## src/rtl/rsp_pkg.sv

```systemverilog
// Package: shared encodings for the spare rank manager.
// Assumes: mode and DIMM-type ports carry these codes unchanged.
package rsp_pkg;
    typedef enum logic [1:0] {
        MODE_AUTO  = 2'd0,
        MODE_ONE   = 2'd1,
        MODE_TWO   = 2'd2,
        MODE_THREE = 2'd3
    } spare_mode_e;

    typedef enum logic [1:0] {
        DIMM_SINGLE = 2'd0,
        DIMM_DUAL   = 2'd1,
        DIMM_QUAD   = 2'd2,
        DIMM_QUAD_X = 2'd3
    } dimm_e;

    typedef enum logic [2:0] {
        SEL_IDLE = 3'd0,
        SEL_MAX  = 3'd1,
        SEL_PREF = 3'd2,
        SEL_REST = 3'd3,
        SEL_FIN  = 3'd4
    } sel_state_e;
endpackage

```

## src/rtl/rsp_rank_class.sv

```systemverilog
// Module: per-rank classification (populated, non-terminating position).
// Assumes: ranks are numbered so that, on dual and quad DIMMs, odd indices
// are the non-terminating ranks; single-rank DIMMs have no such rank.
module rsp_rank_class #(
    parameter int NUM_RANKS = 8,
    parameter int CNT_W     = 4
) (
    input  logic [CNT_W-1:0]     rank_count,
    input  logic [1:0]           dimm_type,
    output logic [NUM_RANKS-1:0] in_range,
    output logic [NUM_RANKS-1:0] nonterm
);
    import rsp_pkg::*;

    logic multi_rank;
    // Purpose: any DIMM organisation other than single rank has inner ranks.
    assign multi_rank = (dimm_e'(dimm_type) != DIMM_SINGLE);

    for (genvar g = 0; g < NUM_RANKS; g++) begin : g_rank
        localparam bit ODD = (g % 2) == 1;
        assign in_range[g] = (CNT_W'(g) < rank_count);
        assign nonterm[g]  = multi_rank && ODD;
    end
endmodule

```

## src/rtl/rsp_selector.sv

```systemverilog
// Module: multi-cycle spare selection sequencer.
// Three scans over the ranks, one rank per cycle: find the largest size,
// take preferred (non-terminating) qualifiers, then take the remaining
// qualifiers. Then one cycle to finish. Assumes cfg_start is a pulse; a new
// pulse restarts the sequence from any state.
module rsp_selector #(
    parameter int NUM_RANKS  = 8,
    parameter int SIZE_W     = 3,
    parameter int MAX_SPARES = 2,
    parameter int RANK_W     = 3,
    parameter int CNT_W      = 4,
    parameter int SLOT_W     = 1
) (
    input  logic                        clk,
    input  logic                        rst_n,
    input  logic                        cfg_start,
    input  logic [CNT_W-1:0]            cfg_rank_count,
    input  logic [NUM_RANKS*SIZE_W-1:0] cfg_sizes,
    input  logic [1:0]                  cfg_dimm_type,
    input  logic [1:0]                  cfg_mode,
    output logic                        done,
    output logic                        shortfall,
    output logic [CNT_W-1:0]            count_q,
    output logic [NUM_RANKS-1:0]        spare_mask,
    output logic [MAX_SPARES*RANK_W-1:0] spare_ids,
    output logic [CNT_W-1:0]            spare_cnt
);
    import rsp_pkg::*;

    sel_state_e                  state_q;
    logic [RANK_W-1:0]           idx_q;
    logic [SIZE_W-1:0]           max_q;
    logic [CNT_W-1:0]            pick_q;
    logic [NUM_RANKS*SIZE_W-1:0] sizes_q;
    logic [1:0]                  type_q;
    logic [1:0]                  mode_q;
    logic [RANK_W-1:0]           id_q [MAX_SPARES];

    logic [NUM_RANKS-1:0] in_range;
    logic [NUM_RANKS-1:0] nonterm;

    rsp_rank_class #(
        .NUM_RANKS (NUM_RANKS),
        .CNT_W     (CNT_W)
    ) u_class (
        .rank_count (count_q),
        .dimm_type  (type_q),
        .in_range   (in_range),
        .nonterm    (nonterm)
    );

    logic [CNT_W-1:0]  req_raw;
    logic [CNT_W-1:0]  req_n;
    logic [CNT_W-1:0]  cap_n;
    logic [CNT_W-1:0]  limit_n;
    logic [SIZE_W-1:0] cur_size;
    logic              qualify;
    logic              room;
    logic              take_pref;
    logic              take_rest;
    logic              last_idx;

    // Purpose: requested spare count from the mode, clamped and capped.
    always_comb begin
        case (spare_mode_e'(mode_q))
            MODE_AUTO:  req_raw = count_q >> 1;
            MODE_ONE:   req_raw = CNT_W'(1);
            MODE_TWO:   req_raw = CNT_W'(2);
            MODE_THREE: req_raw = CNT_W'(3);
            default:    req_raw = '0;
        endcase
        req_n   = (req_raw > CNT_W'(MAX_SPARES)) ? CNT_W'(MAX_SPARES) : req_raw;
        cap_n   = (count_q == '0) ? '0 : count_q - CNT_W'(1);
        limit_n = (req_n > cap_n) ? cap_n : req_n;
    end

    // Purpose: qualification of the rank under the scan pointer.
    always_comb begin
        cur_size  = sizes_q[idx_q*SIZE_W +: SIZE_W];
        qualify   = in_range[idx_q] && (cur_size == max_q);
        room      = (pick_q < limit_n);
        take_pref = (state_q == SEL_PREF) && qualify && nonterm[idx_q] && room;
        take_rest = (state_q == SEL_REST) && qualify && !spare_mask[idx_q] && room;
        last_idx  = (idx_q == RANK_W'(NUM_RANKS - 1));
    end

    // Purpose: selection state machine and spare list registers.
    always_ff @(posedge clk) begin
        if (!rst_n) begin
            state_q    <= SEL_IDLE;
            idx_q      <= '0;
            max_q      <= '0;
            pick_q     <= '0;
            count_q    <= '0;
            sizes_q    <= '0;
            type_q     <= '0;
            mode_q     <= '0;
            spare_mask <= '0;
            done       <= 1'b0;
            shortfall  <= 1'b0;
            for (int s = 0; s < MAX_SPARES; s++) id_q[s] <= '0;
        end else if (cfg_start) begin
            state_q    <= SEL_MAX;
            idx_q      <= '0;
            max_q      <= '0;
            pick_q     <= '0;
            count_q    <= cfg_rank_count;
            sizes_q    <= cfg_sizes;
            type_q     <= cfg_dimm_type;
            mode_q     <= cfg_mode;
            spare_mask <= '0;
            done       <= 1'b0;
            shortfall  <= 1'b0;
            for (int s = 0; s < MAX_SPARES; s++) id_q[s] <= '0;
        end else begin
            case (state_q)
                SEL_MAX: begin
                    if (in_range[idx_q] && (cur_size > max_q)) max_q <= cur_size;
                    idx_q <= last_idx ? '0 : idx_q + RANK_W'(1);
                    if (last_idx) state_q <= SEL_PREF;
                end
                SEL_PREF, SEL_REST: begin
                    if (take_pref || take_rest) begin
                        spare_mask[idx_q]            <= 1'b1;
                        id_q[pick_q[SLOT_W-1:0]]     <= idx_q;
                        pick_q                       <= pick_q + CNT_W'(1);
                    end
                    idx_q <= last_idx ? '0 : idx_q + RANK_W'(1);
                    if (last_idx) state_q <= (state_q == SEL_PREF) ? SEL_REST : SEL_FIN;
                end
                SEL_FIN: begin
                    shortfall <= (pick_q < req_n);
                    done      <= 1'b1;
                    state_q   <= SEL_IDLE;
                end
                default: state_q <= SEL_IDLE;
            endcase
        end
    end

    for (genvar s = 0; s < MAX_SPARES; s++) begin : g_ids
        assign spare_ids[s*RANK_W +: RANK_W] = id_q[s];
    end
    assign spare_cnt = pick_q;

    AST_SPARE_CAP: assert property (@(posedge clk) disable iff (!rst_n)
        $countones(spare_mask) <= MAX_SPARES);
    AST_SPARE_POPULATED: assert property (@(posedge clk) disable iff (!rst_n)
        done |-> ((spare_mask & ~in_range) == '0));
    AST_DONE_HOLDS: assert property (@(posedge clk) disable iff (!rst_n)
        (done && !cfg_start) |=> done);
    AST_SHORT_AFTER_DONE: assert property (@(posedge clk) disable iff (!rst_n)
        shortfall |-> done);
endmodule

```

## src/rtl/rsp_failover.sv

```systemverilog
// Module: failover sequencing, remap table and combinational lookup.
// Assumes spare_ids is filled in selection order and stable while enable
// (configuration done) is high; clr clears all remap state.
module rsp_failover #(
    parameter int NUM_RANKS  = 8,
    parameter int MAX_SPARES = 2,
    parameter int RANK_W     = 3,
    parameter int CNT_W      = 4,
    parameter int SLOT_W     = 1
) (
    input  logic                         clk,
    input  logic                         rst_n,
    input  logic                         clr,
    input  logic                         enable,
    input  logic                         fail_valid,
    input  logic [RANK_W-1:0]            fail_rank,
    input  logic [CNT_W-1:0]             rank_count,
    input  logic [NUM_RANKS-1:0]         spare_mask,
    input  logic [MAX_SPARES*RANK_W-1:0] spare_ids,
    input  logic [CNT_W-1:0]             spare_cnt,
    input  logic [RANK_W-1:0]            lookup_rank,
    output logic                         lookup_valid,
    output logic [RANK_W-1:0]            lookup_phys,
    output logic                         spare_err
);
    logic [NUM_RANKS-1:0] failed_q;
    logic [SLOT_W-1:0]    slot_q [NUM_RANKS];
    logic [CNT_W-1:0]     used_q;
    logic [RANK_W-1:0]    ids [MAX_SPARES];

    for (genvar s = 0; s < MAX_SPARES; s++) begin : g_unpack
        assign ids[s] = spare_ids[s*RANK_W +: RANK_W];
    end

    logic fail_in_range;
    logic fail_ok;
    // Purpose: decide whether a failure event can consume a spare.
    always_comb begin
        fail_in_range = (CNT_W'(fail_rank) < rank_count);
        fail_ok = fail_in_range && !spare_mask[fail_rank] &&
                  !failed_q[fail_rank] && (used_q < spare_cnt);
    end

    // Purpose: remap table update and sticky error on rejected events.
    always_ff @(posedge clk) begin
        if (!rst_n || clr) begin
            failed_q  <= '0;
            used_q    <= '0;
            spare_err <= 1'b0;
            for (int r = 0; r < NUM_RANKS; r++) slot_q[r] <= '0;
        end else if (enable && fail_valid) begin
            if (fail_ok) begin
                failed_q[fail_rank] <= 1'b1;
                slot_q[fail_rank]   <= used_q[SLOT_W-1:0];
                used_q              <= used_q + CNT_W'(1);
            end else begin
                spare_err <= 1'b1;
            end
        end
    end

    // Purpose: translate a logical rank to the physical rank serving it.
    always_comb begin
        lookup_valid = (CNT_W'(lookup_rank) < rank_count) && !spare_mask[lookup_rank];
        if (!lookup_valid)
            lookup_phys = '0;
        else if (failed_q[lookup_rank])
            lookup_phys = ids[slot_q[lookup_rank]];
        else
            lookup_phys = lookup_rank;
    end

    AST_ERR_STICKY: assert property (@(posedge clk) disable iff (!rst_n)
        (spare_err && !clr) |=> spare_err);
    AST_NO_EARLY_FAIL: assert property (@(posedge clk) disable iff (!rst_n)
        (!enable && !clr) |=> $stable(failed_q));
    AST_REMAP_TO_SPARE: assert property (@(posedge clk) disable iff (!rst_n)
        (lookup_valid && (lookup_phys != lookup_rank)) |-> spare_mask[lookup_phys]);
    AST_USED_BOUND: assert property (@(posedge clk) disable iff (!rst_n)
        used_q <= spare_cnt);
endmodule

```

## src/rtl/rank_spare_mgr.sv

```systemverilog
// Module: top of the per-channel rank sparing manager.
// Selects spare ranks after cfg_start, then remaps failing ranks onto them
// and offers a combinational logical-to-physical rank lookup.
// Assumes one channel, synchronous active-low reset, cfg_start as a pulse.
module rank_spare_mgr #(
    parameter int NUM_RANKS  = 8,
    parameter int SIZE_W     = 3,
    parameter int MAX_SPARES = 2,
    localparam int RANK_W    = (NUM_RANKS > 1) ? $clog2(NUM_RANKS) : 1,
    localparam int CNT_W     = $clog2(NUM_RANKS + 1),
    localparam int SLOT_W    = (MAX_SPARES > 1) ? $clog2(MAX_SPARES) : 1
) (
    input  logic                        clk,
    input  logic                        rst_n,
    input  logic                        cfg_start,
    input  logic [CNT_W-1:0]            cfg_rank_count,
    input  logic [NUM_RANKS*SIZE_W-1:0] cfg_sizes,
    input  logic [1:0]                  cfg_dimm_type,
    input  logic [1:0]                  cfg_mode,
    input  logic                        fail_valid,
    input  logic [RANK_W-1:0]           fail_rank,
    input  logic [RANK_W-1:0]           lookup_rank,
    output logic                        cfg_done,
    output logic                        cfg_shortfall,
    output logic                        spare_err,
    output logic                        lookup_valid,
    output logic [RANK_W-1:0]           lookup_phys
);
    logic [CNT_W-1:0]             count_q;
    logic [NUM_RANKS-1:0]         spare_mask;
    logic [MAX_SPARES*RANK_W-1:0] spare_ids;
    logic [CNT_W-1:0]             spare_cnt;

    rsp_selector #(
        .NUM_RANKS  (NUM_RANKS),
        .SIZE_W     (SIZE_W),
        .MAX_SPARES (MAX_SPARES),
        .RANK_W     (RANK_W),
        .CNT_W      (CNT_W),
        .SLOT_W     (SLOT_W)
    ) u_sel (
        .clk            (clk),
        .rst_n          (rst_n),
        .cfg_start      (cfg_start),
        .cfg_rank_count (cfg_rank_count),
        .cfg_sizes      (cfg_sizes),
        .cfg_dimm_type  (cfg_dimm_type),
        .cfg_mode       (cfg_mode),
        .done           (cfg_done),
        .shortfall      (cfg_shortfall),
        .count_q        (count_q),
        .spare_mask     (spare_mask),
        .spare_ids      (spare_ids),
        .spare_cnt      (spare_cnt)
    );

    rsp_failover #(
        .NUM_RANKS  (NUM_RANKS),
        .MAX_SPARES (MAX_SPARES),
        .RANK_W     (RANK_W),
        .CNT_W      (CNT_W),
        .SLOT_W     (SLOT_W)
    ) u_fo (
        .clk          (clk),
        .rst_n        (rst_n),
        .clr          (cfg_start),
        .enable       (cfg_done),
        .fail_valid   (fail_valid),
        .fail_rank    (fail_rank),
        .rank_count   (count_q),
        .spare_mask   (spare_mask),
        .spare_ids    (spare_ids),
        .spare_cnt    (spare_cnt),
        .lookup_rank  (lookup_rank),
        .lookup_valid (lookup_valid),
        .lookup_phys  (lookup_phys),
        .spare_err    (spare_err)
    );

    AST_START_CLEARS: assert property (@(posedge clk) disable iff (!rst_n)
        cfg_start |=> (!cfg_done && !spare_err));
endmodule

```

## config.mk

```make
export PLATFORM = sky130hd
export DESIGN_NAME = rank_spare_mgr
export DESIGN_NICKNAME = d
export VERILOG_FILES = /design/src/rtl/rsp_pkg.sv /design/src/rtl/rsp_rank_class.sv /design/src/rtl/rsp_selector.sv /design/src/rtl/rsp_failover.sv /design/src/rtl/rank_spare_mgr.sv
export SDC_FILE = /design/constraint.sdc
export NUM_CORES = 1
export LEC_CHECK = 0
export ABC_AREA = 0
export CORE_ASPECT_RATIO = 0.75
export CORE_UTILIZATION = 45
export CTS_BUF_LIST = sky130_fd_sc_hd__clkbuf_8
export DETAILED_ROUTE_END_ITERATION = 16
export PLACE_DENSITY = 0.68
export SETUP_SLACK_MARGIN = 0.1
export SYNTH_ARGS = -nofsm -noshare
export SYNTH_HDL_FRONTEND = slang
export SYNTH_SLANG_ARGS = --single-unit
export TNS_END_PERCENT = 5
```

## constraint.sdc

```tcl
create_clock -name clk -period 4.45 [get_ports clk]
set_input_delay 0.445 -clock clk [delete_from_list [all_inputs] [get_ports clk]]
set_output_delay 0.445 -clock clk [all_outputs]
set_load 0.005 [all_outputs]
```

# After elaboration in Yosys (flattened, before gate mapping)
# Memory sizes are Yosys's and may differ from the RTL's.
# Cells that the tools add are included.
# word_totals
reg_bits	68
mem_bits_rw	14
wordCells	157
mem_count	2
in_bits	42
# memory_table
memory	depth	word_bits	read_ports	rd_clocked_by_memory_dff	write_ports	line	source
u_fo.slot_q	8	1	1	0	8	rsp_failover.sv:27	logic [SLOT_W-1:0] slot_q [NUM_RANKS];
u_sel.id_q	2	3	2	0	2	rsp_selector.sv:37	logic [RANK_W-1:0] id_q [MAX_SPARES];
# classes
n_lt_le_gt_ge	22
shifts	1
eq_ne	13
n_mux	56
n_bitwise	7
multipliers	1
n_addsub	4
n_reduce_logical	36
# ops
operator	count
two-way mux 3 bit	13
two-way mux 1 bit	29
variable part select 24 x 6 -> 3 bit	1
binary-select mux 1 bit (select 3 bit)	7
less-than comparator 3 x 4 -> 1 bit, first input constant	4
bitwise OR 8 bit	2
case mux 4 bit (4 select lines)	1
logical AND 1 bit	15
less-than comparator 3 x 4 -> 1 bit, second input constant	3
less-than comparator 4 bit	3
two-way mux 4 bit	3
AND reduction 2 bit	6
adder 4 x 1 -> 4 bit, second input constant	2
less-than comparator 1 x 4 -> 1 bit, first input constant	2
less-than comparator 2 x 4 -> 1 bit, first input constant	2
less-than comparator 3 x 4 -> 1 bit	2
demux 1 bit (select 3 bit)	2
equality test 3 x 2 -> 1 bit, second input constant	2
equality test 3 bit, second input constant	2
greater-or-equal comparator 3 x 1 -> 1 bit, second input constant	2
inequality test 3 x 2 -> 1 bit, second input constant	2
case mux 3 bit (2 select lines)	1
OR reduction 3 bit	2
logical NOT 1 bit	5
21 further kinds	27

# Depth between registers and ports, before layout
# depth
depth_word	16
depth_mapped	17
mapped_depth_nobuf	15

# By module
# From an unflattened synthesis, not the netlist that was laid out.
# hier_totals
cells_unflattened	515
hier_area_um2	4966.0
# modules_own_cells
module	area_each_um2	seq_area_each_um2	instances	cells_each
rsp_selector	3269.4	1281.2	1	331
rsp_failover	1560.2	500.5	1	165
rsp_rank_class	136.4	0.0	1	19

# Worst setup path after synthesis
# Ideal clock, no wire load.
# synth_timing
kind	register to register
from	reg u_sel.count_q[2]
to	mem u_sel.id_q[0][0], enable pin
arrival_ns	3.392
setup_ns	0.344
t_required_ns	4.106
path_stages_with_launch	17
synth_period_minus_slack_ns	3.737
n_path_buf	1
slack_ns	0.713
path_cell_list	dfxtp_1 buf_2 nor2_1 nor2_1 a21oi_1 ha_1 nor2b_1 o21a_1 o211ai_1 mux2_2 ha_1 a21o_1 a21o_1 a21oi_1 o221ai_2 or2_2 o21ai_0
# synth_rtl
item	line	source
from (decl)	rsp_selector.sv:23	output logic [CNT_W-1:0] count_q,
from (signal assigned)	rsp_selector.sv:107	count_q <= cfg_rank_count;
to (decl)	rsp_selector.sv:37	

==> metrics.md <==
| Metric | Value |
|---|---|
| Outcome | `completed` |
| Diode count | `0` |
| DRC errors left | `0` |
| CTS resizes | `0` |
| Seq/Total Area, Yosys | `0.385` |
| Commonest non-fill, non-tap cells in the layout | `dfxtp_1, mux2i_1, clkdlybuf4s50_1, nor2b_1, nand2_1` |
| Post-synthesis mux area share | `0.169` |
| Syn Nets | `534` |
| CTS sink count | `82` |
| Synth Cell Area | `0.00463 sq mm` |
| Max-cap violation count | `0` |
| Io pins | `49` |
| Clock Skew | `0.0103 ns` |
| Yosys reg bits | `82` |
| Final core occ | `0.548` |
| Synth unique cells | `63` |
| Top-area cell type share of the netlist area | `0.294` |
| Ratio of cells with drive above 1 in the final layout | `0.107` |
| Clock buffer count from CTS | `9` |
| Sw Ratio | `0.263` |
| Fraction of synthesis flops using an asynchronous set or reset pin | `0` |
| Initial Util | `0.472` |
| Minimum clock period | `4.07 ns` |
| Post-CTS Hold Buffers | `0` |
| Final WL | `10.8 mm` |
| Total Neg Setup Slack | `0 ns` |
| PD cells | `296 mW/mm^2` |
| Critical path startpoint category | `register` |
| Number of synthesized flops with an enable pin | `14` |
| Critical Path Max Stage Delay | `0.44 ns` |
| Post-synthesis compound-gate area fraction | `0.134` |
| Max Fclk | `0.246 GHz` |
| Gr usage total | `0.212` |
| Grt total ovfl | `0` |
| DRT iter0 DRCs | `227` |
| Final worst path period share | `0.914` |
| Via density per instance | `5.63` |
| HP Class | `reg2reg` |
| Commonest non-fill, non-tap cell in the layout | `dfxtp_1` |
| Cell internal pwr | `1.17 mW` |
| FF+latch area | `0.00178 sq mm` |
| Initial antenna violation count | `0` |
| GR Util met1 | `0.323` |
| Largest net degree at the start of global routing | `44` |
| HPWL Detailed | `7.87 mm` |
| H-tree depth | `3` |
| Most Crowded Layer GR | `met1` |
| Logic pwr share | `0.142` |
| Via count | `3623` |
| Sequential Power Share | `0.499` |
| Final ANT Viol Nets | `0` |
| Xor/xnor share of the synthesized area | `0.00189` |
| Avg Synthesized Cell Area | `9.83 sq um` |
| Clock power frac | `0.359` |
| Fill cell count | `891` |
| GR Layer Usage met2 | `0.306` |
| Clk buf depth | `2` |
| TritonCTS clock tree | `done` |
| Maximum fanout along the worst path | `7` |
| Most area-consuming cells after synthesis | `dfxtp_1, mux2i_1, edfxtp_1` |
| FP Rows | `31` |
| Core area | `0.00981 sq mm` |
| Slowest stage cell on the critical path | `dfxtp_1` |
| Worst slew margin | `0.563` |
| Area of the multi-input gates | `0.00260 sq mm` |
| R2R Setup Slk | `0.38 ns` |
| First-pass GRT wire length | `17.9 mm` |
| Die height | `89.8 um` |
| Top_reg_cell synth | `dfxtp_1` |
| Unrepaired setup endpoints after global routing | `no` |
| Final hold vios | `0` |
| Post-CTS Setup Inserts | `0` |
| WS Path Type | `reg2reg` |
| Wire per inst | `16.8 um` |
| # nets final | `570` |
| Total die area | `0.0107 sq mm` |
| Max Slew Vio Count | `0` |
| RePlAce Congestion | `0.803` |
| Pre-antenna DRT Iters | `5` |
| LEAKAGE | `2.03 nW` |
| Root Driver | `clkbuf_8` |
| Highest ir drop seen on vdd | `161 uV` |
| Slew @ Worst Pin | `0.648 ns` |
| Met3 usage | `0.0368` |
| Adder-cell share of the synthesized area | `0.0614` |
| Cells after synthesis | `471` |
| Largest family of logic cells by synthesized area | `simple AND/OR/NAND/NOR gates` |
| CP Cell Sequence | `or2_1 > nor2_1 > a21oi_1 > ha_1 > nor2b_1 > o21a_1 > o211ai_1 > mux2_2 > ha_1 > a21o_1 > a21o_1 > a21oi_1 > o221ai_2 > or2_2 > o21ai_0` |
| Clk slew on worst S/H paths | `0.09 ns` |
| Arr. time, crit path | `4.08 ns` |
| Ys Warns | `0` |
| Setup violations, final | `0` |
| Vias in the first global route | `3476` |
| PortBufs | `48` |
| Synth area leader | `dfxtp_1` |
| Req. time, crit path | `4.47 ns` |
| Worst-Skew Late Latency | `0.36 ns` |
| Area grow syn2layout | `16.1%` |
| Die Span X | `119 um` |
| Setup crit end kind | `register` |
| Synth Area in Simple Gates | `0.194` |
| Net Switching | `0.419 mW` |
[final cells by class]
class / instances / area share
multi-input combinational: 339 / 0.484
sequential: 82 / 0.331
inverter: 16 / 0.0112
clock inverter: 6 / 0.0133
timing repair buffer: 59 / 0.104
tap: 132 / 0.0307
clock buffer: 10 / 0.0256
[Yosys cell counts (3+ instances only)]
library cell and n:
and4_1 3, nor4_1 12, clkbuf_1 22, nor2_1 28, o21a_1 7, a32o_1 8
a21o_1 6, nor3_1 7, nand2b_1 12, o31ai_1 6, edfxtp_1 14, o21ai_0 14
nor2b_1 38, nand3b_1 5, nor3b_1 3, mux4_2 10, ha_1 21, o41ai_1 5
mux2i_1 51, or2_2 5, nand2_1 29, buf_6 4, dfxtp_1 68, a21oi_1 17
nand3_1 11, o311ai_0 3, inv_1 15
[stage by stage]
step	cell area (sq um)	setup slack (ns)	cells	power [mW]	hold slack, ns
after global placement	5170	0.566	628	1.03	0.448
after detailed placement	5170	0.420	628	1.04	0.460
after floorplan	4630	0.713	471	0.954	0.429
after CTS	5380	0.393	644	1.60	0.476
final	5380	0.384	644	1.59	0.474
after global routing	5380	0.135	644	1.66	0.500
[cells by family (layout without fill, tap and decap cells)]
logic type	after synthesis	after routing
AOI/OAI and AO/OA	85	85
xor gates and xnor gates	1	1
adders and majority gates	23	23
buffers and inverters	50	91
DFF	82	82
muxes	64	64
other	2	2
and+or+nand+nor	164	164
[path summary, 6_finish.rpt]
path | start | to | cells after the start
max | u_sel.count_q[0]$_SDFFE_PN0P_ | u_sel.id_q[0][2]$_SDFFCE_PN0P_ | 15
min | u_fo.spare_err$_SDFFE_PP0P_ | u_fo.spare_err$_SDFFE_PP0P_ | 1
max reg2reg | u_sel.count_q[0]$_SDFFE_PN0P_ | u_sel.id_q[0][2]$_SDFFCE_PN0P_ | 15
min reg2reg | u_fo.spare_err$_SDFFE_PP0P_ | u_fo.spare_err$_SDFFE_PP0P_ | 1
[layer usage]
layer / share of wire / routed length [um]
met5: 0 / 0
met4: 0.0068 / 73
met3: 0.041 / 445
met2: 0.43 / 4640
met1: 0.52 / 5640
[flip-flops by register name, summed over array words and instances, names as in the netlist, 4 cells and up]
signal / cells
u_fo.used_q: 4
u_fo.slot_q: 8
u_sel.sizes_q: 24
u_sel.id_q: 6
u_fo.failed_q: 8
u_sel.spare_mask: 8
u_sel.count_q: 4
u_sel.spare_cnt: 4
[worst max-delay path, delay by kind of cell, from the launching register on]
family	cells	cell delay, ns
compound gates	8	1.64
simple gates	4	0.70
fa+ha+maj	2	0.56
flops	1	0.44
mux	1	0.39
[power by group through the flow]
stage | clock network [mW] | logic [mW] | registers, mW
global route | 0.609 | 0.250 | 0.797
floorplan | 0 | 0.151 | 0.803
global placement | 0 | 0.220 | 0.810
finish | 0.572 | 0.226 | 0.794
CTS | 0.582 | 0.226 | 0.794
detailed placement | 0 | 0.225 | 0.812
No activity file was read; power rests on OpenSTA's default activity.
